## config.mk

```make
export PLATFORM = sky130hd
export DESIGN_NAME = npc_gen
export DESIGN_NICKNAME = d
export VERILOG_FILES = /design/src/rtl/npc_pkg.sv /design/src/rtl/npc_incr.sv /design/src/rtl/npc_branch_tgt.sv /design/src/rtl/npc_jump_tgt.sv /design/src/rtl/npc_select.sv /design/src/rtl/npc_gen.sv
export SDC_FILE = /design/constraint.sdc
export NUM_CORES = 1
export LEC_CHECK = 0
export ABC_AREA = 1
export BUFFER_PORTS_ARGS = -buffer_cell sky130_fd_sc_hd__buf_2
export CORE_MARGIN = 5
export CORE_UTILIZATION = 55
export DETAILED_ROUTE_END_ITERATION = 8
export GPL_TIMING_DRIVEN = 0
export PLACE_DENSITY = 0.92
export SLEW_MARGIN = 20
export SYNTH_ARGS = -nofsm -noshare
export SYNTH_HDL_FRONTEND = slang
export SYNTH_SLANG_ARGS = --single-unit
export TNS_END_PERCENT = 5
```

## constraint.sdc

```tcl
create_clock -name clk -period 5.8 [get_ports clk]
set_clock_uncertainty 0.2 [all_clocks]
set_input_delay 0.58 -clock clk [delete_from_list [all_inputs] [get_ports clk]]
set_output_delay 0.58 -clock clk [all_outputs]
set_load 0.005 [all_outputs]
```

## src/rtl/npc_pkg.sv

```systemverilog
package npc_pkg;
    localparam int unsigned DEF_ADDR_W  = 32;
    localparam int unsigned DEF_INSTR_W = 32;
    localparam int unsigned DEF_IMM_W   = 16;
    localparam int unsigned DEF_JIDX_W  = 26;
    localparam int unsigned INSTR_BYTES = 4;
    localparam int unsigned ALIGN_BITS  = $clog2(INSTR_BYTES);

    typedef enum logic {
        PC_RESET = 1'b0,
        PC_RUN   = 1'b1
    } pc_mode_e;
endpackage

```

## src/rtl/npc_incr.sv

```systemverilog
module npc_incr #(
    parameter int unsigned ADDR_W = 32,
    parameter int unsigned STEP   = 4
) (
    input  logic [ADDR_W-1:0] cur_addr,
    output logic [ADDR_W-1:0] seq_addr
);
    localparam logic [ADDR_W-1:0] STEP_V = ADDR_W'(STEP);

    always_comb begin
        seq_addr = cur_addr + STEP_V;
    end
endmodule

```

## src/rtl/npc_branch_tgt.sv

```systemverilog
module npc_branch_tgt #(
    parameter int unsigned ADDR_W = 32,
    parameter int unsigned IMM_W  = 16,
    parameter int unsigned ALIGN  = 2
) (
    input  logic [ADDR_W-1:0] seq_addr,
    input  logic [IMM_W-1:0]  imm,
    output logic [ADDR_W-1:0] br_addr
);
    localparam int unsigned EXT_W = ADDR_W - IMM_W - ALIGN;

    logic [ADDR_W-1:0] byte_ofs;

    always_comb begin
        byte_ofs = {{EXT_W{imm[IMM_W-1]}}, imm, {ALIGN{1'b0}}};
        br_addr  = seq_addr + byte_ofs;
    end
endmodule

```

## src/rtl/npc_jump_tgt.sv

```systemverilog
module npc_jump_tgt #(
    parameter int unsigned ADDR_W = 32,
    parameter int unsigned IDX_W  = 26,
    parameter int unsigned ALIGN  = 2,
    localparam int unsigned TOP_W = ADDR_W - IDX_W - ALIGN
) (
    input  logic [TOP_W-1:0]  region,
    input  logic [IDX_W-1:0]  idx,
    output logic [ADDR_W-1:0] jmp_addr
);
    always_comb begin
        jmp_addr = {region, idx, {ALIGN{1'b0}}};
    end
endmodule

```

## src/rtl/npc_select.sv

```systemverilog
module npc_select #(
    parameter int unsigned ADDR_W = 32
) (
    input  logic [ADDR_W-1:0] seq_addr,
    input  logic [ADDR_W-1:0] br_addr,
    input  logic [ADDR_W-1:0] jmp_addr,
    input  logic              br_ctl,
    input  logic              alu_eq_flag,
    input  logic              jmp_ctl,
    output logic [ADDR_W-1:0] next_addr
);
    logic              take_br;
    logic [ADDR_W-1:0] stage1;

    always_comb begin
        take_br = br_ctl & alu_eq_flag;
        unique case (take_br)
            1'b1:    stage1 = br_addr;
            default: stage1 = seq_addr;
        endcase
        unique case (jmp_ctl)
            1'b1:    next_addr = jmp_addr;
            default: next_addr = stage1;
        endcase
    end
endmodule

```

## src/rtl/npc_gen.sv

```systemverilog
module npc_gen #(
    parameter int unsigned           ADDR_W   = npc_pkg::DEF_ADDR_W,
    parameter int unsigned           INSTR_W  = npc_pkg::DEF_INSTR_W,
    parameter int unsigned           IMM_W    = npc_pkg::DEF_IMM_W,
    parameter int unsigned           JIDX_W   = npc_pkg::DEF_JIDX_W,
    parameter logic [ADDR_W-1:0]     RESET_PC = '0
) (
    input  logic               clk,
    input  logic               rst,
    input  logic [INSTR_W-1:0] instr,
    input  logic               br_ctl,
    input  logic               jmp_ctl,
    input  logic               alu_eq_flag,
    output logic [ADDR_W-1:0]  pc_out,
    output logic [ADDR_W-1:0]  pc_plus4
);
    import npc_pkg::*;

    localparam int unsigned ALIGN = ALIGN_BITS;
    localparam int unsigned TOP_W = ADDR_W - JIDX_W - ALIGN;

    pc_mode_e          mode;
    logic [ADDR_W-1:0] pc_q;
    logic [ADDR_W-1:0] seq_addr;
    logic [ADDR_W-1:0] br_addr;
    logic [ADDR_W-1:0] jmp_addr;
    logic [ADDR_W-1:0] next_addr;
    logic              unused_opcode_bits;

    assign unused_opcode_bits = ^instr[INSTR_W-1:JIDX_W];
    assign mode = rst ? PC_RESET : PC_RUN;

    npc_incr #(.ADDR_W(ADDR_W), .STEP(INSTR_BYTES)) u_incr (
        .cur_addr (pc_q),
        .seq_addr (seq_addr)
    );

    npc_branch_tgt #(.ADDR_W(ADDR_W), .IMM_W(IMM_W), .ALIGN(ALIGN)) u_br (
        .seq_addr (seq_addr),
        .imm      (instr[IMM_W-1:0]),
        .br_addr  (br_addr)
    );

    npc_jump_tgt #(.ADDR_W(ADDR_W), .IDX_W(JIDX_W), .ALIGN(ALIGN)) u_jmp (
        .region   (seq_addr[ADDR_W-1 -: TOP_W]),
        .idx      (instr[JIDX_W-1:0]),
        .jmp_addr (jmp_addr)
    );

    npc_select #(.ADDR_W(ADDR_W)) u_sel (
        .seq_addr    (seq_addr),
        .br_addr     (br_addr),
        .jmp_addr    (jmp_addr),
        .br_ctl      (br_ctl),
        .alu_eq_flag (alu_eq_flag),
        .jmp_ctl     (jmp_ctl),
        .next_addr   (next_addr)
    );

    always_ff @(posedge clk) begin
        unique case (mode)
            PC_RESET: pc_q <= RESET_PC;
            PC_RUN:   pc_q <= next_addr;
        endcase
    end

    always_comb begin
        pc_out   = pc_q;
        pc_plus4 = seq_addr;
    end

    AST_RESET_LOAD: assert property (@(posedge clk)
        rst |=> pc_out == RESET_PC);

    AST_SEQ_STEP: assert property (@(posedge clk) disable iff (rst)
        (!jmp_ctl && !(br_ctl && alu_eq_flag)) |=> pc_out == $past(pc_plus4));

    AST_PLUS4_LINK: assert property (@(posedge clk) disable iff (rst)
        1'b1 |=> pc_plus4 - pc_out == ADDR_W'(INSTR_BYTES));

    AST_JUMP_WINS: assert property (@(posedge clk) disable iff (rst)
        jmp_ctl |=> pc_out[ADDR_W-TOP_W-1:ALIGN] == $past(instr[JIDX_W-1:0]));

    AST_WORD_ALIGNED: assert property (@(posedge clk) disable iff (rst)
        1'b1 |=> pc_out[ALIGN-1:0] == '0);
endmodule

```

==> results.md <==
* Post-route cell area at slightly above 5000 sq um
* Resized cells post-CTS at 0
* Final #Nets at around 1000
* Initial antenna violation count at 0
* # diodes at 0
* M1 WL at ~6300 um
* ANT nets after route at 0
* Worst setup path start: pc_out[2]
* Final count of hold timing violations at 0
* Final Power at 0.000812 W
* Crit. End Element: flop
* Yosys reg bits at 30
* Crit path max fanout at 5
* Synth warnings at 0
* Routed wl met2 at approximately 6400 um
* Row Count at 32
* Post-Synthesis Cell Area at around 4500 sq um
* Highest metal layer with signal wires: met4
* Root buf cell: clkbuf_8
* Critical path class: reg -> reg
* Pre-Repair DR Iteration Count at 5
* Leak pwr at roughly 3.0 nW
* Startpoint type of the worst setup path: flop
* GPL Wtd Cong at around 1.1
* Die H at around 100 um
* Crit path time final at 3.68 ns
* Slew @ Worst Pin at 0.659 ns
* Max VDD drop at between 0.07 and 0.08 mV
* Vias in the first global route at roughly 5000
* Setup slack at placement at 2.26 ns
* Buffers added on ports at 90
* Cell Pwr Density at between 150 and 200 nW/um^2
* Global-route wire length before repair at around 23000 um
* CP arrival at about 3.7 ns
* Hold Path Class: in -> reg
* Fillers at slightly below 800
* Post-route setup TNS at 0 ns
* Clk slew on worst S/H paths at approximately 0.060 ns
* Min-delay src: instr[8]
* CP max stage cell: ha_1
* CTS tree: built
* Largest net degree at the start of global routing at 23
* Area delta synth->final at 14.9%
* I/O pin cnt at 101
* Skew-Pair Late Insertion Delay at 0.28 ns
* Critical R2R Launch: pc_out[2]
* DP Area at 5060 sq um
* Final wirelength at 14700 um
* Critical path's largest stage delay at ~0.40 ns
* Top cell by count, worst path: nand2_1
* Clock tree buffer depth at 2
* Die ar. at between 10000 and 15000 sq um
* Postcts setup bufs at 0
* Status: finished clean
* Core area at 7810 sq um
* Share of cells above drive strength 1 at 13.8%
* Sequential element share of the synthesized area at between 10% and 20%
* Initial DRC count at 460
* CTS Hold Bufs at 0
* Die width at approximately 100 um
* Max cap viols at 0
* Max Fclk at around 270 MHz
* Final Max Slew Viols at 0
* Residual DRC at 0
* Data required time of the worst path at just under 6 ns
* Syn_area_per_cell at 5.34 sq um
* Met3 WL at about 1300 um
* Grt ovf at 0
* Initial Util at 57.3%
* Final setup fails at 0
* Via density at ~5.4
* Via count at roughly 5600
* RSZ-0062 raised after global routing: false
* Netlist cell types at 35
* Syn Inst Count at between 800 and 900
* Rel. slew slack at between 50% and 60%
* Max FFs per register at 30
* Post-DP HPWL at 12500 um
* DR WL/cell at between 10 and 15 um
* Final worst-path cycle share at a little under two thirds
* Total Routing Usage GR at between 20 and 30%
* Htree depth at 2
* CTS buffer count at 5
* PnR worst setup slack at approximately 2.1 ns
* CP Cell Sequence: ha_1 > inv_2 > nor2_2 > inv_1 > nor3_2 > nand2_1 > nand2_1 > inv_1 > ha_1 > nand2_1 > nor2_1 > inv_1 > nor3_1 > and2_1 > nand2_1 > nand3b_1 > nand3_1 > a21oi_1
* Clk sinks at 30
[metal layers]
layer | GRT usage [%] | up-vias
met5 | 0 | -
met4 | 14.5 | 0
met3 | 2.92 | 65
met2 | 45.8 | 304
met1 | 38.9 | 2401
li1 | - | 2807
[cells in the mapped netlist, drive strengths merged]
cell type / count / area share [%]
o211ai: 2 / 0.34
nand2: 301 / 26
a31oi: 7 / 0.98
xor2: 15 / 2.9
or2: 6 / 0.84
xnor2: 7 / 1.4
conb: 1 / 0.084
nand3b: 7 / 1.2
fa: 1 / 0.45
dfxtp: 30 / 13
nand4: 8 / 1.1
o221ai: 2 / 0.39
buf: 5 / 0.78
o21a: 1 / 0.17
inv: 155 / 13
nand3: 63 / 7.2
nor2: 85 / 8.0
o21bai: 4 / 0.67
o21ai: 34 / 3.9
a21oi: 45 / 5.0
ha: 36 / 10
nor3: 10 / 1.2
clkbuf: 10 / 0.84
a21o: 1 / 0.17
and2: 2 / 0.28
[placed cells by master, fill, tap and decap left out, types with 5 or more instances in the layout]
master    count
nor2_2       10
nor3_1        9
nand3b_1      7
a31oi_1       7
dfxtp_1      30
buf_2        91
clkbuf_8      5
nand3_1      62
o21ai_0      32
nand4_1       8
nand2_2       6
xnor2_1       7
a21oi_1      45
or2_2         5
ha_1         36
nand2_1     295
xor2_1       15
inv_1       154
clkbuf_1     10
nor2_1       73
[where the power goes]
group / total (W) / switching [W] / leakage (nW) / internal [W]
sequential: 0.000243 / 0.0000196 / 0.249 / 0.000223
combinational: 0.000411 / 0.000264 / 2.68 / 0.000147
clock: 0.000158 / 0.0000776 / 0.0438 / 0.0000803
[layout make-up]
cell class	instances	area (sq um)	share of cell area, %
Multi-Input combinational cell	641	3230	62.8
Sequential cell	30	601	11.7
Inverter	155	582	11.3
Timing Repair Buffer	90	450	8.76
Tap cell	102	128	2.48
Buffer	15	72.6	1.41
Clock buffer	5	68.8	1.34
Clock inverter	2	10.0	0.195
[logic make-up (layout without fill, tap and decap cells)]
group	after synthesis	count (layout)	share of synthesized area, %
simple gates	482	482	45.4
fa+ha+maj	37	37	10.5
buf+inv	170	267	14.6
compound gates	96	96	11.6
other cells	1	4	0.0838
xor+xnor	22	22	4.31
flops	30	30	13.4
[stage by stage]
stage	hold WS [ns]	instances	utilization, %
3_5_place_dp	0.487	1033	64.9
2_1_floorplan	0.456	841	-
6_report	0.352	1040	65.9
5_1_grt	0.378	1040	65.9
4_1_cts	0.349	1040	65.9
3_3_place_gp	0.475	1033	64.9
[worst max-delay path: cells and delay by family, from the launching register on]
| kind | cells | cell delay, ns |
|---|---|---|
| AOI/OAI and AO/OA | 1 | 0.22 |
| adders and majority gates | 2 | 0.73 |
| buffers and inverters | 4 | 0.36 |
| DFF | 1 | 0.39 |
| and+or+nand+nor | 11 | 1.70 |
[path summary, 6_finish.rpt]
kind | to | slack, ns | depth (start not counted)
setup / recovery | pc_out[29] | 2.12 | 18
hold / removal | pc_out[10] | 0.35 | 3
setup reg to reg | pc_out[29] | 2.12 | 18
hold reg to reg | pc_out[30] | 0.51 | 6
Power figures use the tool's default switching activity.
